`src/rtl/mcard_sym_detect.sv`:
```
module mcard_sym_detect #(
  parameter int SYNC_STAGES = 2,
  parameter int BYTE_BITS   = 8
) (
  input  logic                 clk,
  input  logic                 rst_n,
  input  logic                 line_rst,
  input  logic                 line_clk,
  input  logic                 line_io,
  input  logic                 stop_mask,
  output logic                 reset_sym,
  output logic                 intr_sym,
  output logic                 start_sym,
  output logic                 stop_sym,
  output logic                 bit_stb,
  output logic                 bit_val,
  output logic                 byte_stb,
  output logic [BYTE_BITS-1:0] byte_val
);

  localparam int CNT_W = $clog2(BYTE_BITS);
  localparam logic [CNT_W-1:0] LAST = CNT_W'(BYTE_BITS - 1);

  logic [SYNC_STAGES-1:0][2:0] pipe;
  logic [2:0] cur, prv;
  logic c_rst, c_clk, c_io, p_rst, p_clk, p_io;
  logic rst_rise, rst_fall, clk_rise, clk_fall, io_rise, io_fall;
  logic win_clk_hi, win_pulse, pend, pend_val;
  logic [CNT_W-1:0] cnt;
  logic [BYTE_BITS-1:0] shreg, nxt;

  assign cur = pipe[SYNC_STAGES-1];
  assign {c_rst, c_clk, c_io} = cur;
  assign {p_rst, p_clk, p_io} = prv;
  assign rst_rise = c_rst & ~p_rst;
  assign rst_fall = ~c_rst & p_rst;
  assign clk_rise = c_clk & ~p_clk;
  assign clk_fall = ~c_clk & p_clk;
  assign io_rise  = c_io & ~p_io;
  assign io_fall  = ~c_io & p_io;
  assign nxt      = {pend_val, shreg[BYTE_BITS-1:1]};

  always_ff @(posedge clk) begin
    if (!rst_n) begin
      pipe <= '0;
      prv <= '0;
      {reset_sym, intr_sym, start_sym, stop_sym, bit_stb, byte_stb} <= '0;
      bit_val <= 1'b0;
      byte_val <= '0;
      win_clk_hi <= 1'b0;
      win_pulse <= 1'b0;
      pend <= 1'b0;
      pend_val <= 1'b0;
      cnt <= '0;
      shreg <= '0;
    end else begin
      pipe <= {pipe[SYNC_STAGES-2:0], {line_rst, line_clk, line_io}};
      prv <= cur;
      {reset_sym, intr_sym, start_sym, stop_sym, bit_stb, byte_stb} <= '0;
      if (rst_rise) begin
        win_clk_hi <= 1'b0;
        win_pulse <= 1'b0;
        pend <= 1'b0;
        cnt <= '0;
      end else if (rst_fall) begin
        reset_sym <= win_pulse;
        intr_sym <= ~win_pulse;
        pend <= 1'b0;
        cnt <= '0;
      end else if (c_rst) begin
        if (clk_rise) win_clk_hi <= 1'b1;
        if (clk_fall && win_clk_hi) win_pulse <= 1'b1;
      end else if (clk_rise) begin
        pend <= 1'b1;
        pend_val <= c_io;
      end else if (clk_fall) begin
        pend <= 1'b0;
        if (pend) begin
          bit_stb <= 1'b1;
          bit_val <= pend_val;
          shreg <= nxt;
          if (cnt == LAST) begin
            byte_stb <= 1'b1;
            byte_val <= nxt;
            cnt <= '0;
          end else begin
            cnt <= cnt + 1'b1;
          end
        end else begin
          cnt <= '0;
        end
      end else if (c_clk && io_fall) begin
        start_sym <= 1'b1;
        pend <= 1'b0;
        cnt <= '0;
      end else if (c_clk && io_rise && !stop_mask) begin
        stop_sym <= 1'b1;
        pend <= 1'b0;
        cnt <= '0;
      end
    end
  end

  assert_sym_onehot_R12: assert property (@(posedge clk) disable iff (!rst_n)
    $onehot0({reset_sym, intr_sym, start_sym, stop_sym, bit_stb}));

  assert_strobe_single_R12: assert property (@(posedge clk) disable iff (!rst_n)
    (reset_sym || intr_sym || start_sym || stop_sym || byte_stb) |=>
    !(reset_sym || intr_sym || start_sym || stop_sym || byte_stb));

  assert_byte_with_bit_R8: assert property (@(posedge clk) disable iff (!rst_n)
    byte_stb |-> bit_stb);

  assert_window_quiet_R3: assert property (@(posedge clk) disable iff (!rst_n)
    (c_rst && p_rst) |=> !(start_sym || stop_sym || bit_stb));

  assert_stop_masked_R5: assert property (@(posedge clk) disable iff (!rst_n)
    stop_mask |=> !stop_sym);

  assert_close_edge_R1: assert property (@(posedge clk) disable iff (!rst_n)
    (reset_sym || intr_sym) |-> $past(p_rst && !c_rst));

endmodule

```
`config.mk`:
```
export PLATFORM = sky130hd
export DESIGN_NAME = mcard_sym_detect
export DESIGN_NICKNAME = d
export VERILOG_FILES = /design/src/rtl/mcard_sym_detect.sv
export SDC_FILE = /design/constraint.sdc
export NUM_CORES = 1
export LEC_CHECK = 0
export BUFFER_PORTS_ARGS = -buffer_cell sky130_fd_sc_hd__buf_2
export CORE_UTILIZATION = 54
export DETAILED_ROUTE_END_ITERATION = 8
export PLACE_DENSITY = 0.82
export SLEW_MARGIN = 20
export SYNTH_ARGS = -nofsm -noshare
export SYNTH_HDL_FRONTEND = slang
export SYNTH_SLANG_ARGS = --single-unit
```
`constraint.sdc`:
```
create_clock -name clk -period 4.6 [get_ports clk]
set_input_delay 0.92 -clock clk [delete_from_list [all_inputs] [get_ports clk]]
set_output_delay 0.92 -clock clk [all_outputs]
set_load 0.005 [all_outputs]
```
Yosys cells after proc, flatten, opt, wreduce, memory -nomap -nowiden
Index checks and enable logic that the tools add are counted.

storage, ports and cells
  register bits = 39
  word-level logic and storage cells = 72

cells by class
  add/sub/neg operators = 1
  eq/ne operators = 1
  multiplexer cells = 13
  bitwise logic cells = 19
  reduce and logical (&&, ||, !) cells = 21

operators with widths
  cell                   count
  $mux W3                5
  $reduce_or A7 Y1       2
  $not A1 Y1             13
  $reduce_or A6 Y1       2
  $reduce_and A3 Y1      3
  $mux W1                8
  $reduce_and A7 Y1      1
  $and A1 B1 Y1          6
  $reduce_and A6 Y1      1
  $reduce_or A3 Y1       2
  $logic_and A1 B1 Y1    4
  $reduce_and A4 Y1      1
  $reduce_bool A4 Y1     1
  $add A3 B1 Y3 const B  1
  $eq A3 B3 Y1 const B   1
  $reduce_bool A3 Y1     1
  $reduce_and A2 Y1      1
  $reduce_or A2 Y1       1
  $logic_not A1 Y1       1

Logic depth before layout (Yosys ltp)
Gate-level depths: netlist (run 1).

  word-level depth = 8
  mapped depth = 7

Worst setup path before layout (run 1)
OpenSTA, ideal clock, no wires.

  kind = input port to flip-flop
  start point = input port stop_mask
  end point = register pend
  arrival time = 1.807 ns
  path slack = 2.679 ns
  stages = 4
  path through = or3b_1 > a311oi_2 > mux2i_1 > nor2_1

on the way
  word-level cells in the longest chain between the ends = 4

RTL lines
  what                          line  source
  start, declared               10    input logic stop_mask,
  $logic_not A1 Y1              96    end else if (c_clk && io_rise && !stop_mask) begin
  $logic_and A1 B1 Y1           96
  $reduce_bool A4 Y1 (no line)  n/a
  $reduce_and A2 Y1 (no line)   n/a
  end signal, assigned          77    pend <= 1'b0;
  end signal, assigned          94    pend <= 1'b0;
  end signal, assigned          98    pend <= 1'b0;
  end, declared                 28    logic win_clk_hi, win_pulse, pend, pend_val;

No other way between the ends.
A chain may end at the register's enable or synchronous reset.

Worst setup path after layout (run 1)
  start point = register pipe (netlist bit cur[1])
  end point = register byte_val[6]

on the way
  word-level cells in the longest chain between the ends = 3
  elaborated cells on any way between the ends = 5
  those cells by class = bitwise (4); reduce/logical (1)

RTL lines
  what                                                          line    source
  start, declared                                               24      logic [SYNC_STAGES-1:0][2:0] pipe;
  start signal, assigned                                        57      pipe <= {pipe[SYNC_STAGES-2:0], {line_rst, line_clk, line_io}};
  $and A1 B1 Y1 / $not A1 Y1 (equally long branches)            37, 38
  $not A1 Y1 (no line) / $and A1 B1 Y1 (equally long branches)  n/a
  $reduce_and A7 Y1 (no line) *                                 n/a
  end signal, assigned                                          84      byte_val <= nxt;
  end, declared                                                 18      output logic [BYTE_BITS-1:0] byte_val

Mark *: on every way between the ends. The rest lies on a longest branch, timed or not.

==> metrics.yaml, run 1 <==
ys_ff_latch: 37
drt_iter0_drc: 17
rrSetupSlack_ns: 2.62
timing.critical_path.buf_inv: 1
setup_ws_ns: 2.62
yosysSeqAreaShare_pct: 54.1
antenna_found_initial: 0
syn_avg_cell_area_um2: 9.64
holdBufCountCts: 0
synth_cell_types: 24
post_drt_wl_per_cell_um: 12.2
tightest_slew_ns: 0.581
finalSetupViolCount: 0
cp_max_fo: 16
cp.depth: 6
crit_chain: "inv_1 > ha_1 > and2_1 > nand4_1 > nand3_1 > o21ai_0"
track_usage_pct: 21.0
drive_above_1_share_pct: 18.3
post_cts.repair.setup_buffers: 0
multi_input_area_um2: 591
cp-end-kind: "register"
synth_nets: 154
antenna_cells: 0
die_h_um: 52.3
tns_ns: 0
hp-class: "reg2reg"
cts_tree: "yes"
clock_latency_ns: 0.33
slew_violations: 0
grt_pass1_wl_um: 4140
peakVddDrop_uv: 244
highest_layer: "met4"
layout_common_cells: "dfxtp_1, buf_2, nor2_1, o21ai_0"
dieArea_um2: 2740
r2r_end: "byte_val[6]"
dr.pass1.iters: 4
fp-row-count: 17
r2r_cells: 6
worst-endpoint-arrival_ns: 2.18
dp_slack_ns: 2.52
fmax_ghz: 0.505
rsz0062_at_grt: "false"
r2r-start: "cur[1]"
io_pins: 21
netlist.area_leader.share_pct: 54.1
clk_root_buffer_cell: "clkbuf_4"
whs_ns: 0.443
wl_met2_um: 1080
grt_pass1_vias: 1037
synth_top_flop_cell: "dfxtp_1"
p_leak_nw: 0.687
endpoint: "byte_val[6]"
synthToLayoutAreaGrowth_pct: 12.5
die_w_um: 52.3
h-tree-depth: 2
synth_edf_count: 0
place_congestion: 0.793
cts_buffers: 5
worstPathRequired_ns: 4.80
regArea_um2: 741
start_kind: "register"
critPathKind: "reg2reg"
p_per_area_nw_per_um2: 336
cts-resized-gates: 0
max-slew-margin-rel_pct: 61.2
dpl.hpwl_um: 1670
routedLengthMet1_um: 1100
drc: 0
io_buffers: 20
routed-via-count: 1021
grt_max_degree: 29
post-route-util_pct: 67.0
cap_violations: 0
start_util_pct: 59.6
finalPower_mw: 0.518
drt.antenna.violating_nets: 0
final_common_cell: "dfxtp_1"
wl_met3_um: 102
avgViaCountPerCell: 5.32
nets: 176
slowest_delay_ns: 0.49
fillers: 169
ys_top_cells_by_area: "dfxtp_1, mux2i_1, ha_1, nor2_1, o21ai_0"
netlist_area_um2: 1370
cpMaxStageDelayCell: "nand4_1"
yosysTopAreaCell: "dfxtp_1"
hold_viol_final: 0
crit_path_start: "cur[1]"
routed_wl_um: 2350
finalClockSkew_ns: 0.00830
cts_num_sinks: 37
path_clk_slew_ns: 0.10
yosys_warnings: 0
min_period_over_period_pct: 43.1
crit_family: "simple AND/OR/NAND/NOR gates"
ys_async_sr_fraction_pct: 0
grt_overflow: 0
core-area_um2: 2300
cts_buffer_depth: 2
syn_inst: 142
status: "finished clean"
fin_crit_ns: 1.98
==> registers in the layout, summed over array words and instances, names as in the netlist, 3 cells and up <==
| signal | count |
|---|---|
| cnt | 3 |
| pipe | 3 |
| shreg | 6 |
| prv | 3 |
| byte_val | 8 |
| cur | 3 |
==> cells by family (layout without fill, tap and decap cells) <==
kind of cell / Yosys count / after routing / synth area share (%)
AND/OR/NAND/NOR: 62 / 62 / 23.7
adder cells (fa/ha/maj): 6 / 6 / 5.48
buffers and inverters: 10 / 32 / 2.74
flip-flops: 37 / 37 / 54.1
multiplexers: 9 / 9 / 6.58
AO/OA/AOI/OAI: 18 / 18 / 7.40
==> per-layer routing <==
metal | vias up | global-route usage [%]
li1 | 520 | -
met1 | 460 | 23.5
met2 | 34 | 35.2
met3 | 7 | 5.22
met4 | 0 | 13.2
met5 | - | 0
==> report_power, final <==
part	leakage [nW]	total, mW	internal [mW]	switching [mW]
combinational	0.356	0.0218	0.00810	0.0137
sequential	0.300	0.326	0.324	0.00212
clock	0.0314	0.171	0.0722	0.0984
==> worst min-delay path by stage <==
stage               cells past startpoint     from     end  slack (ns)
floorplan                               1  pipe[0]  cur[0]        0.41
global placement                        1  pipe[1]  cur[1]        0.42
detailed placement                      1  pipe[2]  cur[2]        0.42
CTS                                     1  pipe[2]  cur[2]        0.45
global route                            1  pipe[0]  cur[0]        0.47
finish                                  1  pipe[2]  cur[2]        0.44
==> synthesized netlist by cell type, types with 2 or more instances <==
| master | number |
|---|---|
| a21oi_1 | 4 |
| and2_1 | 8 |
| clkbuf_1 | 5 |
| dfxtp_1 | 37 |
| ha_1 | 6 |
| inv_1 | 5 |
| mux2i_1 | 9 |
| nand2_1 | 9 |
| nand2b_1 | 2 |
| nand3_1 | 8 |
| nand4_1 | 5 |
| nor2_1 | 19 |
| nor2b_1 | 3 |
| o21ai_0 | 12 |
==> metrics by stage <==
| stage | cells | area (µm²) |
|---|---|---|
| after CTS | 192 | 1540 |
| after floorplan | 142 | 1370 |
| after global placement | 185 | 1490 |
| final | 192 | 1540 |
| after detailed placement | 185 | 1490 |
| after global routing | 192 | 1540 |
==> worst register-to-register path, cell delays in order, from the launching register on <==
cell	delay [ns]
dfxtp_1	0.36
inv_1	0.10
ha_1	0.31
and2_1	0.23
nand4_1	0.49
nand3_1	0.27
o21ai_0	0.11
==> final cells by class <==
cell class / instances / area share (%)
inverter: 5 / 1.22
timing repair buffer: 20 / 6.50
tap: 28 / 2.27
multi-input combinational: 95 / 38.3
sequential: 37 / 48.1
clock buffer: 7 / 3.57
Power figures use the tool's default switching activity.
==> run 2: changes to the inputs <==
--- a/config.mk
+++ b/config.mk
@@ -5,10 +5,11 @@
 export SDC_FILE = /design/constraint.sdc
 export NUM_CORES = 1
 export LEC_CHECK = 0
+export ABC_AREA = 1
 export BUFFER_PORTS_ARGS = -buffer_cell sky130_fd_sc_hd__buf_2
-export CORE_UTILIZATION = 54
+export CORE_UTILIZATION = 50
 export DETAILED_ROUTE_END_ITERATION = 8
-export PLACE_DENSITY = 0.82
+export PLACE_DENSITY = 0.8
 export SLEW_MARGIN = 20
 export SYNTH_ARGS = -nofsm -noshare
 export SYNTH_HDL_FRONTEND = slang
==> constraint.sdc (replaced) <==
create_clock -name clk -period 1.81 [get_ports clk]
set_input_delay 0.362 -clock clk [delete_from_list [all_inputs] [get_ports clk]]
set_output_delay 0.362 -clock clk [all_outputs]
set_load 0.005 [all_outputs]
==> run 2 against run 1 <==
The run now ends with DRC left. Total power grew to 2.5 times the previous value. Hold slack worse by 0.24 ns. Largest cell class unchanged. Count of clock-buffer cells in the layout is 1 higher. Critical path type unchanged.
==> metrics.yaml, run 2 <==
status: "complete, but fails checks"
violations: "DRC"
finalClockSkew_ns: 0.00382  # -0.00448 ns
critPathKind: "reg2reg"
ys_ff_latch: 37  # unchanged
drive_above_1_share_pct: 14.1  # -4.2 points
slowest_delay_ns: 0.34  # -0.15 ns
regMostFlops: "byte_val"
cts-resized-gates: 0  # unchanged
cpMaxStageDelayCell: "dfxtp_1"
layout_common_cells: "nand2_1, inv_1, nor2_1, dfxtp_1, buf_2"
h-tree-depth: 2  # unchanged
synthToLayoutAreaGrowth_pct: 11.8
netlist.area_leader.share_pct: 48.6  # -5.5 points
avgViaCountPerCell: 4.70  # -12%
clock_latency_ns: 0.33  # about the same
post_drt_wl_per_cell_um: 9.40  # -23%
track_usage_pct: 16.2  # -4.8 points
tightest_slew_ns: 0.379  # -0.201 ns
cp-end-kind: "register"
reg_top3: "byte_val x8, shreg x6"
cp_max_fo: 16  # unchanged
place_congestion: 0.811  # +2.3%
fp-row-count: 19  # +2
yosysSeqAreaShare_pct: 48.6  # -5.5 points
ys_async_sr_fraction_pct: 0  # unchanged
max-slew-margin-rel_pct: 74.6  # +13 points
routed_wl_um: 2490  # +6.2%
cap_violations: 0  # unchanged
post_cts.repair.setup_buffers: 0  # unchanged
synth_common_cells: "nand2_1, dfxtp_1, inv_1, nor2_1, nand3_1"
setup_ws_ns: 0.225  # -2.39 ns
die_h_um: 57.2  # +9.2%
timing.critical_path.buf_inv: 1  # unchanged
ys_top_cells_by_area: "dfxtp_1, nand2_1, inv_1, nor2_1, nand3_1"
cts_buffers: 5  # unchanged
hold_viol_final: 0  # unchanged
use_met3_pct: 6.35  # +1.1 points
cts_num_sinks: 37  # unchanged
hp-class: "in2reg"
worst-endpoint-arrival_ns: 1.82  # -0.36 ns
fin_crit_ns: 1.58  # -0.397 ns
p_per_area_nw_per_um2: 776  # +130%
crit_path_start: "cur[2]"
drt_iter0_drc: 45  # +28
placed_cell_area_um2: 1650  # +11%
dr.pass1.iters: 6  # +2
syn_avg_cell_area_um2: 7.32  # -24%
synth_cell_types: 18  # -25%
rsz0062_at_grt: "false"
start_util_pct: 53.8  # -5.8 points
dpl.hpwl_um: 1790  # +7.4%
tns_ns: 0  # unchanged
netlist_area_um2: 1520  # +11%
largest_reg_flops: 8  # unchanged
fmax_ghz: 0.631  # +25%
dp_slack_ns: 0.249  # -2.27 ns
grt_overflow: 0  # unchanged
io_buffers: 20  # unchanged
antenna_cells: 0  # unchanged
cts_buffer_depth: 2  # unchanged
yosys_warnings: 0  # unchanged
peakVddDrop_uv: 433  # +78%
worstPathRequired_ns: 2.05  # -2.75 ns
dieArea_um2: 3270  # +19%
grt_pass1_wl_um: 3960  # -4.3%
path_clk_slew_ns: 0.10  # about the same
crit_chain: "inv_1 > ha_1 > nor2_1 > nand3_1 > nor2_4 > nand2_1 > nand2_1 > nor2_1"
synth.most_common_cell: "nand2_1"
r2r-start: "cur[2]"
synth_nets: 220  # +43%
crit_family: "simple AND/OR/NAND/NOR gates"
synth_top_flop_cell: "dfxtp_1"
holdBufCountCts: 0  # unchanged
finalSetupViolCount: 0  # unchanged
die_w_um: 57.2  # +9.2%
slew_violations: 0  # unchanged
start_kind: "register"
io_pins: 21  # unchanged
clk_root_buffer_cell: "clkbuf_4"
cts_tree: "yes"
final_area_um2: 1700  # +10%
syn_inst: 208  # +46%
whs_ns: 0.204  # -0.239 ns
routed-via-count: 1245  # +22%
p_leak_nw: 0.872  # +27%
use_met2_pct: 24.4  # -11 points
grt_max_degree: 28  # -3.4%
drc: 5  # +5
antenna_found_initial: 0  # unchanged
final_common_cell: "nand2_1"
core-area_um2: 2830  # +23%
min_period_over_period_pct: 87.6  # +44 points
nets: 245  # +39%
grt_pass1_vias: 966  # -6.8%
grt-busiest-layer: "met2"
hp-start: "line_io"
synth_edf_count: 0  # unchanged
drt.antenna.violating_nets: 0  # unchanged
grtUsageMet1_pct: 19.8  # -3.7 points
yosysTopAreaCell: "dfxtp_1"
==> run 2: cell count changes in the layout (fill, tap and decap cells not counted), sizes merged, moves of 8 or more <==
| cell | previous run | this run |
|---|---|---|
| inv | 5 | 38 |
| nor2 | 20 | 39 |
| and2 | 8 | 0 |
| mux2i | 9 | 0 |
| o21ai | 12 | 0 |
| nand2 | 9 | 53 |
| nand3 | 9 | 19 |
==> run 2: worst paths after layout <==
path | endpoint | slack [ns] | cells past startpoint
worst max-delay path | byte_val[6] | 0.23 | 8
worst min-delay path | pipe[0] | 0.20 | 3
worst max register to register | byte_val[6] | 0.23 | 8
worst min register to register | cur[2] | 0.42 | 2
==> run 2: through the flow <==
step                utilization, %  instances  power [mW]
CTS                           60.2        265        1.34
finish                        60.2        265        1.32
floorplan                        -        208       0.919
global route                  60.2        265        1.38
detailed placement            58.4        257       0.941
global placement              58.4        257       0.939
==> run 2: metal layers <==
layer | up-vias | routed length [µm]
li1 | 672 | -
met1 | 538 | 1190
met2 | 31 | 1130
met3 | 4 | 129
met4 | 0 | 43
met5 | - | 0
==> run 2: cell families (layout without fill, tap and decap cells) <==
family,count (synthesis),count (layout),synth area share (%)
AO/OA/AOI/OAI,8,8,2.79
buffers and inverters,42,68,10.9
AND/OR/NAND/NOR,115,115,32.7
flip-flops,37,37,48.6
adder cells (fa/ha/maj),6,6,4.93
==> run 2: report_power, final <==
| group | leakage, nW | switching (mW) | internal (mW) |
|---|---|---|---|
| logic | 0.545 | 0.0562 | 0.0310 |
| registers | 0.300 | 0.00747 | 0.828 |
| clock network | 0.0265 | 0.244 | 0.155 |
==> run 2: tightest hold or removal path: stages <==
cell and delay, ns:
buf_2 0.07, nand2_1 0.04, inv_1 0.04
==> run 2: cell type report <==
class	count	area [µm²]
Tap cell	31	38.8
Sequential cell	37	741
Timing Repair Buffer	22	115
Fill cell	277	1130
Clock buffer	8	48.8
Inverter	38	143
Multi-Input combinational cell	129	616
